==> config.mk <==
export PLATFORM = sky130hd
export DESIGN_NAME = cpu_core
export DESIGN_NICKNAME = d
export VERILOG_FILES = /design/src/rtl/cpu_pkg.sv /design/src/rtl/cpu_ctrl.sv /design/src/rtl/cpu_regfile.sv /design/src/rtl/cpu_alu.sv /design/src/rtl/cpu_core.sv
export SDC_FILE = /design/constraint.sdc
export NUM_CORES = 1
export LEC_CHECK = 0
export ABC_AREA = 1
export BUFFER_PORTS_ARGS = -buffer_cell sky130_fd_sc_hd__buf_2
export CORE_ASPECT_RATIO = 1.1
export CORE_MARGIN = 4
export CORE_UTILIZATION = 25
export CTS_CLUSTER_SIZE = 20
export DETAILED_ROUTE_END_ITERATION = 12
export SLEW_MARGIN = 20
export SYNTH_ARGS = -nofsm -noshare
export SYNTH_HDL_FRONTEND = slang
export SYNTH_SLANG_ARGS = --single-unit
==> constraint.sdc <==
create_clock -name clk_i -period 2 [get_ports clk_i]
set_input_delay 0 -clock clk_i [delete_from_list [all_inputs] [get_ports clk_i]]
set_output_delay 0 -clock clk_i [all_outputs]
set_load 0.05 [all_outputs]
==> src/rtl/cpu_pkg.sv <==
package cpu_pkg;
  localparam int DATA_W    = 8;
  localparam int ADDR_W    = 8;
  localparam int OPC_W     = 4;
  localparam int NUM_REGS  = 4;
  localparam int REG_IDX_W = $clog2(NUM_REGS);
  localparam int INSTR_W   = OPC_W + 2 * REG_IDX_W + DATA_W;

  localparam logic [OPC_W-1:0] OPC_ADD   = 4'h1;
  localparam logic [OPC_W-1:0] OPC_MOVI  = 4'h2;
  localparam logic [OPC_W-1:0] OPC_LOAD  = 4'h3;
  localparam logic [OPC_W-1:0] OPC_STORE = 4'h4;
  localparam logic [OPC_W-1:0] OPC_HALT  = 4'hF;

  typedef enum logic [2:0] {
    PH_FETCH  = 3'd0,
    PH_DECODE = 3'd1,
    PH_EXEC   = 3'd2,
    PH_MEM    = 3'd3,
    PH_WB     = 3'd4
  } phase_e;

  typedef struct packed {
    logic [OPC_W-1:0]     opc;
    logic [REG_IDX_W-1:0] dst;
    logic [REG_IDX_W-1:0] src;
    logic [DATA_W-1:0]    field;
  } instr_t;
endpackage

==> src/rtl/cpu_ctrl.sv <==
module cpu_ctrl
  import cpu_pkg::*;
(
  input  logic             clk_i,
  input  logic             rst_ni,
  input  logic [OPC_W-1:0] opc_i,
  output phase_e           phase_o,
  output logic             halted_o,
  output logic             fetch_o,
  output logic             decode_o,
  output logic             exec_o,
  output logic             mar_load_o,
  output logic             mdr_from_reg_o,
  output logic             mdr_from_mem_o,
  output logic             mem_rd_o,
  output logic             mem_wr_o,
  output logic             reg_we_o
);
  phase_e phase_q, phase_d;
  logic   halted_q;
  logic   is_load, is_store, writes_reg;

  assign is_load    = (opc_i == OPC_LOAD);
  assign is_store   = (opc_i == OPC_STORE);
  assign writes_reg = (opc_i == OPC_ADD) || (opc_i == OPC_MOVI) || is_load;

  always_comb begin
    unique case (phase_q)
      PH_FETCH:  phase_d = halted_q ? PH_FETCH : PH_DECODE;
      PH_DECODE: phase_d = PH_EXEC;
      PH_EXEC:   phase_d = PH_MEM;
      PH_MEM:    phase_d = PH_WB;
      default:   phase_d = PH_FETCH;
    endcase
  end

  always_ff @(posedge clk_i or negedge rst_ni) begin
    if (!rst_ni) begin
      phase_q  <= PH_FETCH;
      halted_q <= 1'b0;
    end else begin
      phase_q <= phase_d;
      if (phase_q == PH_WB && opc_i == OPC_HALT) halted_q <= 1'b1;
    end
  end

  assign phase_o        = phase_q;
  assign halted_o       = halted_q;
  assign fetch_o        = (phase_q == PH_FETCH) && !halted_q;
  assign decode_o       = (phase_q == PH_DECODE);
  assign exec_o         = (phase_q == PH_EXEC);
  assign mar_load_o     = exec_o && (is_load || is_store);
  assign mdr_from_reg_o = exec_o && is_store;
  assign mem_rd_o       = (phase_q == PH_MEM) && is_load;
  assign mem_wr_o       = (phase_q == PH_MEM) && is_store;
  assign mdr_from_mem_o = (phase_q == PH_WB) && is_load;
  assign reg_we_o       = (phase_q == PH_WB) && writes_reg;

  assert_phase_order_R1: assert property (@(posedge clk_i) disable iff (!rst_ni)
    (phase_q == PH_MEM) |=> (phase_q == PH_WB));
  assert_wb_returns_R1: assert property (@(posedge clk_i) disable iff (!rst_ni)
    (phase_q == PH_WB) |=> (phase_q == PH_FETCH));
  assert_strobe_excl_R8: assert property (@(posedge clk_i) disable iff (!rst_ni)
    !(mem_rd_o && mem_wr_o));
  assert_halt_sticky_R9: assert property (@(posedge clk_i) disable iff (!rst_ni)
    halted_q |=> (halted_q && phase_q == PH_FETCH));
endmodule

==> src/rtl/cpu_regfile.sv <==
module cpu_regfile
  import cpu_pkg::*;
#(
  parameter int W = DATA_W,
  parameter int N = NUM_REGS,
  localparam int IW = $clog2(N)
) (
  input  logic          clk_i,
  input  logic          rst_ni,
  input  logic          we_i,
  input  logic [IW-1:0] waddr_i,
  input  logic [W-1:0]  wdata_i,
  input  logic [IW-1:0] raddr_a_i,
  input  logic [IW-1:0] raddr_b_i,
  output logic [W-1:0]  rdata_a_o,
  output logic [W-1:0]  rdata_b_o
);
  logic [N-1:0][W-1:0] regs;

  for (genvar i = 0; i < N; i++) begin : g_reg
    logic [W-1:0] q;
    always_ff @(posedge clk_i or negedge rst_ni) begin
      if (!rst_ni)                            q <= '0;
      else if (we_i && waddr_i == IW'(i))     q <= wdata_i;
    end
    assign regs[i] = q;
  end

  assign rdata_a_o = regs[raddr_a_i];
  assign rdata_b_o = regs[raddr_b_i];
endmodule

==> src/rtl/cpu_alu.sv <==
module cpu_alu
  import cpu_pkg::*;
#(
  parameter int W = DATA_W
) (
  input  logic [OPC_W-1:0] opc_i,
  input  logic [W-1:0]     a_i,
  input  logic [W-1:0]     b_i,
  input  logic [W-1:0]     imm_i,
  output logic [W-1:0]     y_o
);
  // sum wraps: carry is discarded
  assign y_o = (opc_i == OPC_ADD) ? W'(a_i + b_i) : imm_i;
endmodule

==> src/rtl/cpu_core.sv <==
module cpu_core
  import cpu_pkg::*;
(
  input  logic               clk_i,
  input  logic               rst_ni,
  output logic [ADDR_W-1:0]  imem_addr_o,
  input  logic [INSTR_W-1:0] imem_rdata_i,
  output logic [ADDR_W-1:0]  dmem_addr_o,
  output logic               dmem_re_o,
  output logic               dmem_we_o,
  output logic [DATA_W-1:0]  dmem_wdata_o,
  input  logic [DATA_W-1:0]  dmem_rdata_i,
  output logic [2:0]         phase_o,
  output logic               halted_o
);
  logic [ADDR_W-1:0] pc_q, mar_q;
  logic [DATA_W-1:0] mdr_q, opa_q, opb_q, res_q;
  instr_t            ir_q;
  phase_e            phase;
  logic fetch, decode, exec, mar_load, mdr_from_reg, mdr_from_mem, mem_rd, mem_wr, reg_we;
  logic [DATA_W-1:0] rd_a, rd_b, alu_y, wb_data;

  cpu_ctrl u_ctrl (
    .clk_i(clk_i), .rst_ni(rst_ni), .opc_i(ir_q.opc),
    .phase_o(phase), .halted_o(halted_o), .fetch_o(fetch), .decode_o(decode),
    .exec_o(exec), .mar_load_o(mar_load), .mdr_from_reg_o(mdr_from_reg),
    .mdr_from_mem_o(mdr_from_mem), .mem_rd_o(mem_rd), .mem_wr_o(mem_wr),
    .reg_we_o(reg_we)
  );

  assign wb_data = (ir_q.opc == OPC_LOAD) ? dmem_rdata_i : res_q;

  cpu_regfile #(.W(DATA_W), .N(NUM_REGS)) u_rf (
    .clk_i(clk_i), .rst_ni(rst_ni), .we_i(reg_we), .waddr_i(ir_q.dst),
    .wdata_i(wb_data), .raddr_a_i(ir_q.dst), .raddr_b_i(ir_q.src),
    .rdata_a_o(rd_a), .rdata_b_o(rd_b)
  );

  cpu_alu #(.W(DATA_W)) u_alu (
    .opc_i(ir_q.opc), .a_i(opa_q), .b_i(opb_q), .imm_i(ir_q.field), .y_o(alu_y)
  );

  always_ff @(posedge clk_i or negedge rst_ni) begin
    if (!rst_ni) begin
      pc_q  <= '0;
      ir_q  <= '0;
      mar_q <= '0;
      mdr_q <= '0;
      opa_q <= '0;
      opb_q <= '0;
      res_q <= '0;
    end else begin
      if (fetch) begin
        ir_q <= imem_rdata_i;
        pc_q <= pc_q + 1'b1;
      end
      if (decode) begin
        opa_q <= rd_a;
        opb_q <= rd_b;
      end
      if (exec)         res_q <= alu_y;
      if (mar_load)     mar_q <= ir_q.field;
      if (mdr_from_reg) mdr_q <= opb_q;
      if (mdr_from_mem) mdr_q <= dmem_rdata_i;
    end
  end

  assign imem_addr_o  = pc_q;
  assign dmem_addr_o  = mar_q;
  assign dmem_wdata_o = mdr_q;
  assign dmem_re_o    = mem_rd;
  assign dmem_we_o    = mem_wr;
  assign phase_o      = phase;

  assert_pc_step_R3: assert property (@(posedge clk_i) disable iff (!rst_ni)
    (phase == PH_FETCH && !halted_o) |=> (pc_q == $past(pc_q) + 1'b1));
  assert_pc_hold_R3: assert property (@(posedge clk_i) disable iff (!rst_ni)
    (phase != PH_FETCH) |=> $stable(pc_q));
  assert_strobe_phase_R8: assert property (@(posedge clk_i) disable iff (!rst_ni)
    (dmem_re_o || dmem_we_o) |-> (phase == PH_MEM));
  assert_mem_addr_R6: assert property (@(posedge clk_i) disable iff (!rst_ni)
    (dmem_re_o || dmem_we_o) |-> (dmem_addr_o == ir_q.field));
  assert_no_strobe_halted_R9: assert property (@(posedge clk_i) disable iff (!rst_ni)
    halted_o |-> !(dmem_re_o || dmem_we_o));
endmodule

==> impl_metrics.json, run 1 <==
{
  "layout.cells.non_filler": 928,
  "fp.dieW_um": 141,
  "worst_path_max_delay_cell": "sky130_fd_sc_hd__dfrtp_1",
  "post_cts_buffers": 0,
  "viasPerCell": 4.52,
  "asyncSetResetFlopFracSynth_pct": 100,
  "postSynthAreaPerCell_um2": 8.33,
  "yosysWarnings": 0,
  "routed_wire_length_per_instance_um": 13.8,
  "global_route_usage_over_all_layers_pct": 12.1,
  "finish.net_count": 711,
  "area.sequential_um2": 2500,
  "synth_fp_nets": 623,
  "core-area_um2": 19200,
  "clock-skew-final_ns": 0.00894,
  "met2RoutedLength_mm": 6.07,
  "die_extent_in_y_um": 155,
  "final_util_pct": 31.8,
  "total_power_mw": 10.7,
  "clk_latency_ns": 0.35,
  "worstSetupEndpointType": "register",
  "maxCapViolCount": 0,
  "crit_chain": "nor2_4 -> nand3_1 -> buf_4 -> inv_2 -> nand2_1 -> nor2_1 -> o21ai_0",
  "hold-worst-slack_ns": 0.00685,
  "diodes": 0,
  "drt_wl_total_mm": 12.8,
  "wl_met1_mm": 5.93,
  "critical_path_arrival_ns": 1.96,
  "die_area_um2": 21900,
  "areaGrowthSynthToFinish_pct": 24.3,
  "critPathKind": "register to register",
  "port_buffers": 55,
  "netlist.area_leader.share_pct": 51.1,
  "final-hold-violation-count": 0,
  "register_bit_total_from_synthesis": 100,
  "fin_crit_sh_pct": 86.6,
  "dominantRegCellSynth": "sky130_fd_sc_hd__dfrtp_1",
  "ys_top_cells_by_area": "sky130_fd_sc_hd__dfrtp_1 51%, sky130_fd_sc_hd__nand2_1 11%, sky130_fd_sc_hd__o21ai_0 7.0%, sky130_fd_sc_hd__inv_1 6.6%, sky130_fd_sc_hd__a21oi_1 4.6%",
  "wire_length_of_the_first_global_routing_pass_mm": 20.9,
  "drt_drc_violations_left": 0,
  "worstSetupStartpointType": "register",
  "floorplan.rows": 53,
  "grt_setup_unrepaired": "no",
  "finalSetupTns_ns": 0,
  "fmax_achieved_ghz": 0.577,
  "cts-buffers-inserted": 9,
  "grt_pass1_vias": 4114,
  "cts.clk_slew.worst_paths_ns": 0.07,
  "drtIter0Drc": 274,
  "routed-via-count": 4192,
  "place_inst": 891,
  "dr.max_layer_used": "met4",
  "finalSetupViolCount": 0,
  "clk_path_buf_depth": 2,
  "worstMarginPinSlew_ns": 0.515,
  "dr.pass1.iters": 5,
  "timing.hold.worst.class": "input port to register",
  "numClockSinks": 100,
  "route.antenna.remaining_nets": 0,
  "post-dp-hpwl_mm": 9.20,
  "filler_cell_count": 1983,
  "ys_types": 33,
  "synth_area_um2": 4900,
  "timing.critical_path.slowest_cell_delay_ns": 0.43,
  "outcome": "completed",
  "synth_enable_flop_cells": 0,
  "final_layout_size_suffix_gt1_share_pct": 16.2,
  "area_used_by_multi_input_combinational_logic_um2": 1960,
  "gp_routability_congestion": 0.865,
  "final_max_slew_viol_count": 0,
  "tritoncts": "built",
  "grt_antenna_before_repair": 0,
  "clock_tree.root_cell": "sky130_fd_sc_hd__clkbuf_16",
  "crit_fanout": 14,
  "boundaryPins": 56,
  "ir_worst_vdd_mv": 0.969,
  "postSynthCellCount": 588,
  "grt_max_degree": 47,
  "synth_top_area_cell": "sky130_fd_sc_hd__dfrtp_1",
  "final.min_clock_period_ns": 1.73,
  "routed_length_on_met3_um": 504,
  "commonest_non_fill_non_tap_cell_in_the_layout": "sky130_fd_sc_hd__nand2_1",
  "required_ns": 2.22,
  "layout.cells.most_common_list": "145 x sky130_fd_sc_hd__nand2_1, 100 x sky130_fd_sc_hd__dfrtp_1, 86 x sky130_fd_sc_hd__inv_1, 69 x sky130_fd_sc_hd__o21ai_0, 54 x sky130_fd_sc_hd__buf_2",
  "yosysSeqAreaShare_pct": 51.1,
  "cellLeakagePower_nw": 3.02,
  "maxSlewHeadroom_pct": 65.3,
  "pwr_density_cell_nw_per_um2": 1760,
  "initial_core_util_pct": 25.6,
  "cts-htree-levels": 3,
  "global_route.overflow_total": 0
}
## report_power, final
part	switching, mW	total (mW)	leakage [nW]	internal [mW]
Combinational	3.50	5.17	1.76	1.66
Clock	0.804	1.95	0.160	1.14
Sequential	0.639	3.57	1.10	2.93
## path summary, 6_finish.rpt
kind,to,cells after the start,slack (ns),start
max,dmem_wdata_o[0]$_DFFE_PN0P_,7,0.27,ir_q[14]$_DFFE_PN0P_
min,dmem_wdata_o[6]$_DFFE_PN0P_,3,0.007,dmem_rdata_i[6]
max reg2reg,dmem_wdata_o[0]$_DFFE_PN0P_,7,0.27,ir_q[14]$_DFFE_PN0P_
min reg2reg,imem_addr_o[7]$_DFFE_PN0P_,1,0.48,imem_addr_o[7]$_DFFE_PN0P_
max in group asynchronous,u_rf.g_reg[1].q[0]$_DFFE_PN0P_,3,1.17,rst_ni
min in group asynchronous,res_q[6]$_DFFE_PN0P_,2,0.14,rst_ni
## cell usage after synthesis (2+ instances only)
cell / instances
sky130_fd_sc_hd__xor2_1: 2
sky130_fd_sc_hd__nand2_1: 145
sky130_fd_sc_hd__o21ai_0: 69
sky130_fd_sc_hd__nor2_1: 30
sky130_fd_sc_hd__o21ai_1: 12
sky130_fd_sc_hd__mux2_2: 2
sky130_fd_sc_hd__clkbuf_1: 8
sky130_fd_sc_hd__xnor2_1: 7
sky130_fd_sc_hd__o21a_1: 3
sky130_fd_sc_hd__nor3_1: 2
sky130_fd_sc_hd__buf_2: 6
sky130_fd_sc_hd__nor2_2: 3
sky130_fd_sc_hd__a21oi_1: 45
sky130_fd_sc_hd__o221ai_1: 5
sky130_fd_sc_hd__nor3_4: 3
sky130_fd_sc_hd__a2bb2oi_1: 2
sky130_fd_sc_hd__buf_6: 3
sky130_fd_sc_hd__dfrtp_1: 100
sky130_fd_sc_hd__o2111ai_1: 8
sky130_fd_sc_hd__nand4_1: 3
sky130_fd_sc_hd__nand3b_1: 2
sky130_fd_sc_hd__inv_2: 3
sky130_fd_sc_hd__nand3_1: 20
sky130_fd_sc_hd__ha_1: 8
sky130_fd_sc_hd__or2_2: 3
sky130_fd_sc_hd__nor2_4: 2
sky130_fd_sc_hd__inv_1: 86
## final cells by class
type | instances | area share, %
Clock buffer | 10 | 3.93
Clock inverter | 6 | 1.54
Inverter | 90 | 5.55
Multi-Input combinational cell | 380 | 32.2
Sequential cell | 100 | 41.1
Tap cell | 247 | 5.08
Timing Repair Buffer | 95 | 10.6
## registers in the layout (all words and copies together), names as in the netlist
| name | flops |
|---|---|
| dmem_addr_o | 8 |
| u_ctrl.halted_o | 1 |
| opb_q | 8 |
| u_rf.g.q | 32 |
| u_ctrl.phase_o | 3 |
| opa_q | 8 |
| ir_q | 16 |
| res_q | 8 |
| dmem_wdata_o | 8 |
| imem_addr_o | 8 |
## layer usage
layer / up-vias / track usage [%]
li1: 2070 / -
met1: 2000 / 16.4
met2: 103 / 19.0
met3: 19 / 2.50
met4: 0 / 4.66
met5: - / 0
## critical path: cells and delay by family, from the launching register on
kind | cells | cell delay, ns
compound gates | 1 | 0.11
buf+inv | 2 | 0.34
simple gates | 4 | 0.72
flops | 1 | 0.43
## cell families (layout without fill, tap and decap cells)
| family | count (synthesis) | count (layout) | synth area share, % |
|---|---|---|---|
| muxes | 2 | 2 | 0.460 |
| adders and majority gates | 9 | 9 | 2.45 |
| AOI/OAI and AO/OA | 145 | 145 | 16.3 |
| and+or+nand+nor | 215 | 215 | 19.1 |
| xor gates and xnor gates | 9 | 9 | 1.61 |
| DFF | 100 | 100 | 51.1 |
| buffers and inverters | 108 | 201 | 8.96 |
## what timing repair did
action / in CTS / in global routing
hold buffers: 21 / 0
endpoints found under the hold margin: 50 / 0
gates resized for setup: 0 / 0
## per-stage QoR
stage,area (um^2),setup WS (ns)
after detailed placement,5550,0.265
after global placement,5550,0.369
after CTS,6090,0.266
after floorplan,4900,0.309
final,6090,0.267
after global routing,6090,0.143
Power figures use the tool's default switching activity.
==> run 2, diff against run 1 <==
- MAX_ROUTING_LAYER: default -> met4
==> run 2 against run 1 <==
Against the previous run: clock skew barely moved; fmax shrank 0.21%; cell area unchanged; sequential power barely moved; sequential cell count is the same; non-clock buffer count is the same; core utilization stayed put; combinational power about the same; critical endpoint unchanged.
==> impl_metrics.json, run 2 (synthesis results as in run 1) <==
{
  "grt_antenna_before_repair": 0,
  "worstMarginPinSlew_ns": 0.506,
  "final-hold-violation-count": 0,
  "gp_routability_congestion": 0.879,
  "boundaryPins": 56,
  "filler_cell_count": 1983,
  "fmax_achieved_ghz": 0.576,
  "maxSlewHeadroom_pct": 65.9,
  "preCtsSetupSlack_ns": 0.265,
  "cts-buffers-inserted": 9,
  "areaGrowthSynthToFinish_pct": 24.3,
  "finalSetupTns_ns": 0,
  "die_extent_in_y_um": 155,
  "clock-skew-final_ns": 0.00936,
  "drtIter0Drc": 278,
  "critical_path_arrival_ns": 1.96,
  "clk_path_buf_depth": 2,
  "fp.dieW_um": 141,
  "clock_tree.root_cell": "sky130_fd_sc_hd__clkbuf_16",
  "clk_latency_ns": 0.35,
  "max_reg_flops": 32,
  "critPathKind": "register to register",
  "cts.clk_slew.worst_paths_ns": 0.07,
  "fin_crit_sh_pct": 86.8,
  "dp_area_um2": 5550,
  "floorplan.rows": 53,
  "largest_register": "u_rf.g.q",
  "worstSetupEndpointType": "register",
  "wire_length_of_the_first_global_routing_pass_mm": 20.9,
  "routed-via-count": 4186,
  "timing.critical_path.slowest_cell_delay_ns": 0.43,
  "final_max_slew_viol_count": 0,
  "route.antenna.remaining_nets": 0,
  "diodes": 0,
  "hold_path.startpoint": "dmem_rdata_i[6]",
  "outcome": "completed",
  "cts-htree-levels": 3,
  "global_route.overflow_total": 0,
  "timing.hold.worst.class": "input port to register",
  "routed_wire_length_per_instance_um": 13.9,
  "crit_path_from": "ir_q[14]$_DFFE_PN0P_",
  "required_ns": 2.22,
  "viasPerCell": 4.51,
  "finish.net_count": 711,
  "crit_chain": "nor2_4 -> nand3_1 -> buf_4 -> inv_2 -> nand2_1 -> nor2_1 -> o21ai_0",
  "crit_fanout": 14,
  "numClockSinks": 100,
  "final_layout_size_suffix_gt1_share_pct": 16.2,
  "drt_wl_total_mm": 12.9,
  "grt_max_degree": 47,
  "port_buffers": 55,
  "drt_drc_violations_left": 0,
  "grt_setup_unrepaired": "no",
  "final.min_clock_period_ns": 1.74,
  "reg_to_reg_startpoint": "ir_q[14]$_DFFE_PN0P_",
  "tritoncts": "built",
  "maxCapViolCount": 0,
  "layout.cells.non_filler": 928,
  "final_util_pct": 31.8,
  "global_route_usage_over_all_layers_pct": 12.4,
  "grt_pass1_vias": 4118,
  "layout_top_registers": "u_rf.g.q x32, ir_q x16",
  "dr.pass1.iters": 4,
  "place_inst": 891,
  "initial_core_util_pct": 25.6,
  "worst_slack_ns": 0.264,
  "worst_path_max_delay_cell": "sky130_fd_sc_hd__dfrtp_1",
  "core-area_um2": 19200,
  "finalSetupViolCount": 0,
  "cellLeakagePower_nw": 3.02,
  "pwr_density_cell_nw_per_um2": 1760,
  "hold-worst-slack_ns": 0.00611,
  "layout.cells.most_common_list": "145 x sky130_fd_sc_hd__nand2_1, 100 x sky130_fd_sc_hd__dfrtp_1, 86 x sky130_fd_sc_hd__inv_1, 69 x sky130_fd_sc_hd__o21ai_0, 54 x sky130_fd_sc_hd__buf_2",
  "total_power_mw": 10.7,
  "commonest_non_fill_non_tap_cell_in_the_layout": "sky130_fd_sc_hd__nand2_1",
  "die_area_um2": 21900,
  "post-dp-hpwl_mm": 9.20,
  "worstSetupStartpointType": "register",
  "ir_worst_vdd_mv": 0.974,
  "fin_area_um2": 6090
}
==> run 2: cell counts in the layout (fill, tap and decap cells not counted) <==
Identical to the previous run, type by type.
==> run 2: what timing repair did <==
| action | 4_1_cts | 5_1_grt |
|---|---|---|
| buffers inserted | 0 | 0 |
| hold endpoints to repair | 50 | 0 |
| resized for setup | 0 | 0 |
| hold buffers | 21 | 0 |
==> run 2: power breakdown <==
part           internal [mW]  switching (mW)  leakage (nW)
Sequential              2.93           0.639          1.10
Combinational           1.67            3.52          1.76
Clock                   1.14           0.808         0.160
==> run 2: critical path, delay by kind of cell (launching register included) <==
family          cells  cell delay (ns)
compound gates      1             0.11
buf+inv             2             0.36
flops               1             0.43
simple gates        4             0.71
==> run 2: final cells by class <==
class	instances	area [um^2]	share of cell area (%)
Sequential cell	100	2500	41.1
Multi-Input combinational cell	380	1960	32.2
Timing Repair Buffer	95	643	10.6
Inverter	90	338	5.55
Tap cell	247	309	5.08
Clock buffer	10	239	3.93
Clock inverter	6	93.8	1.54
==> run 2: path summary, 6_finish.rpt <==
path                            depth (start not counted)                             end  slack (ns)
worst max-delay path                                    7     dmem_wdata_o[0]$_DFFE_PN0P_        0.26
worst min-delay path                                    3     dmem_wdata_o[6]$_DFFE_PN0P_       0.006
worst max register to register                          7     dmem_wdata_o[0]$_DFFE_PN0P_        0.26
worst min register to register                          1      imem_addr_o[7]$_DFFE_PN0P_        0.48
max in group asynchronous                               3  u_rf.g_reg[1].q[0]$_DFFE_PN0P_        1.17
min in group asynchronous                               2            res_q[6]$_DFFE_PN0P_        0.14
==> run 2: routing by layer <==
layer	track usage, %	vias up	routed length (um)
li1	-	2065	-
met5	-	-	0
met2	19.1	93	6140
met3	2.01	21	431
met1	16.3	2007	6060
met4	5.07	0	281
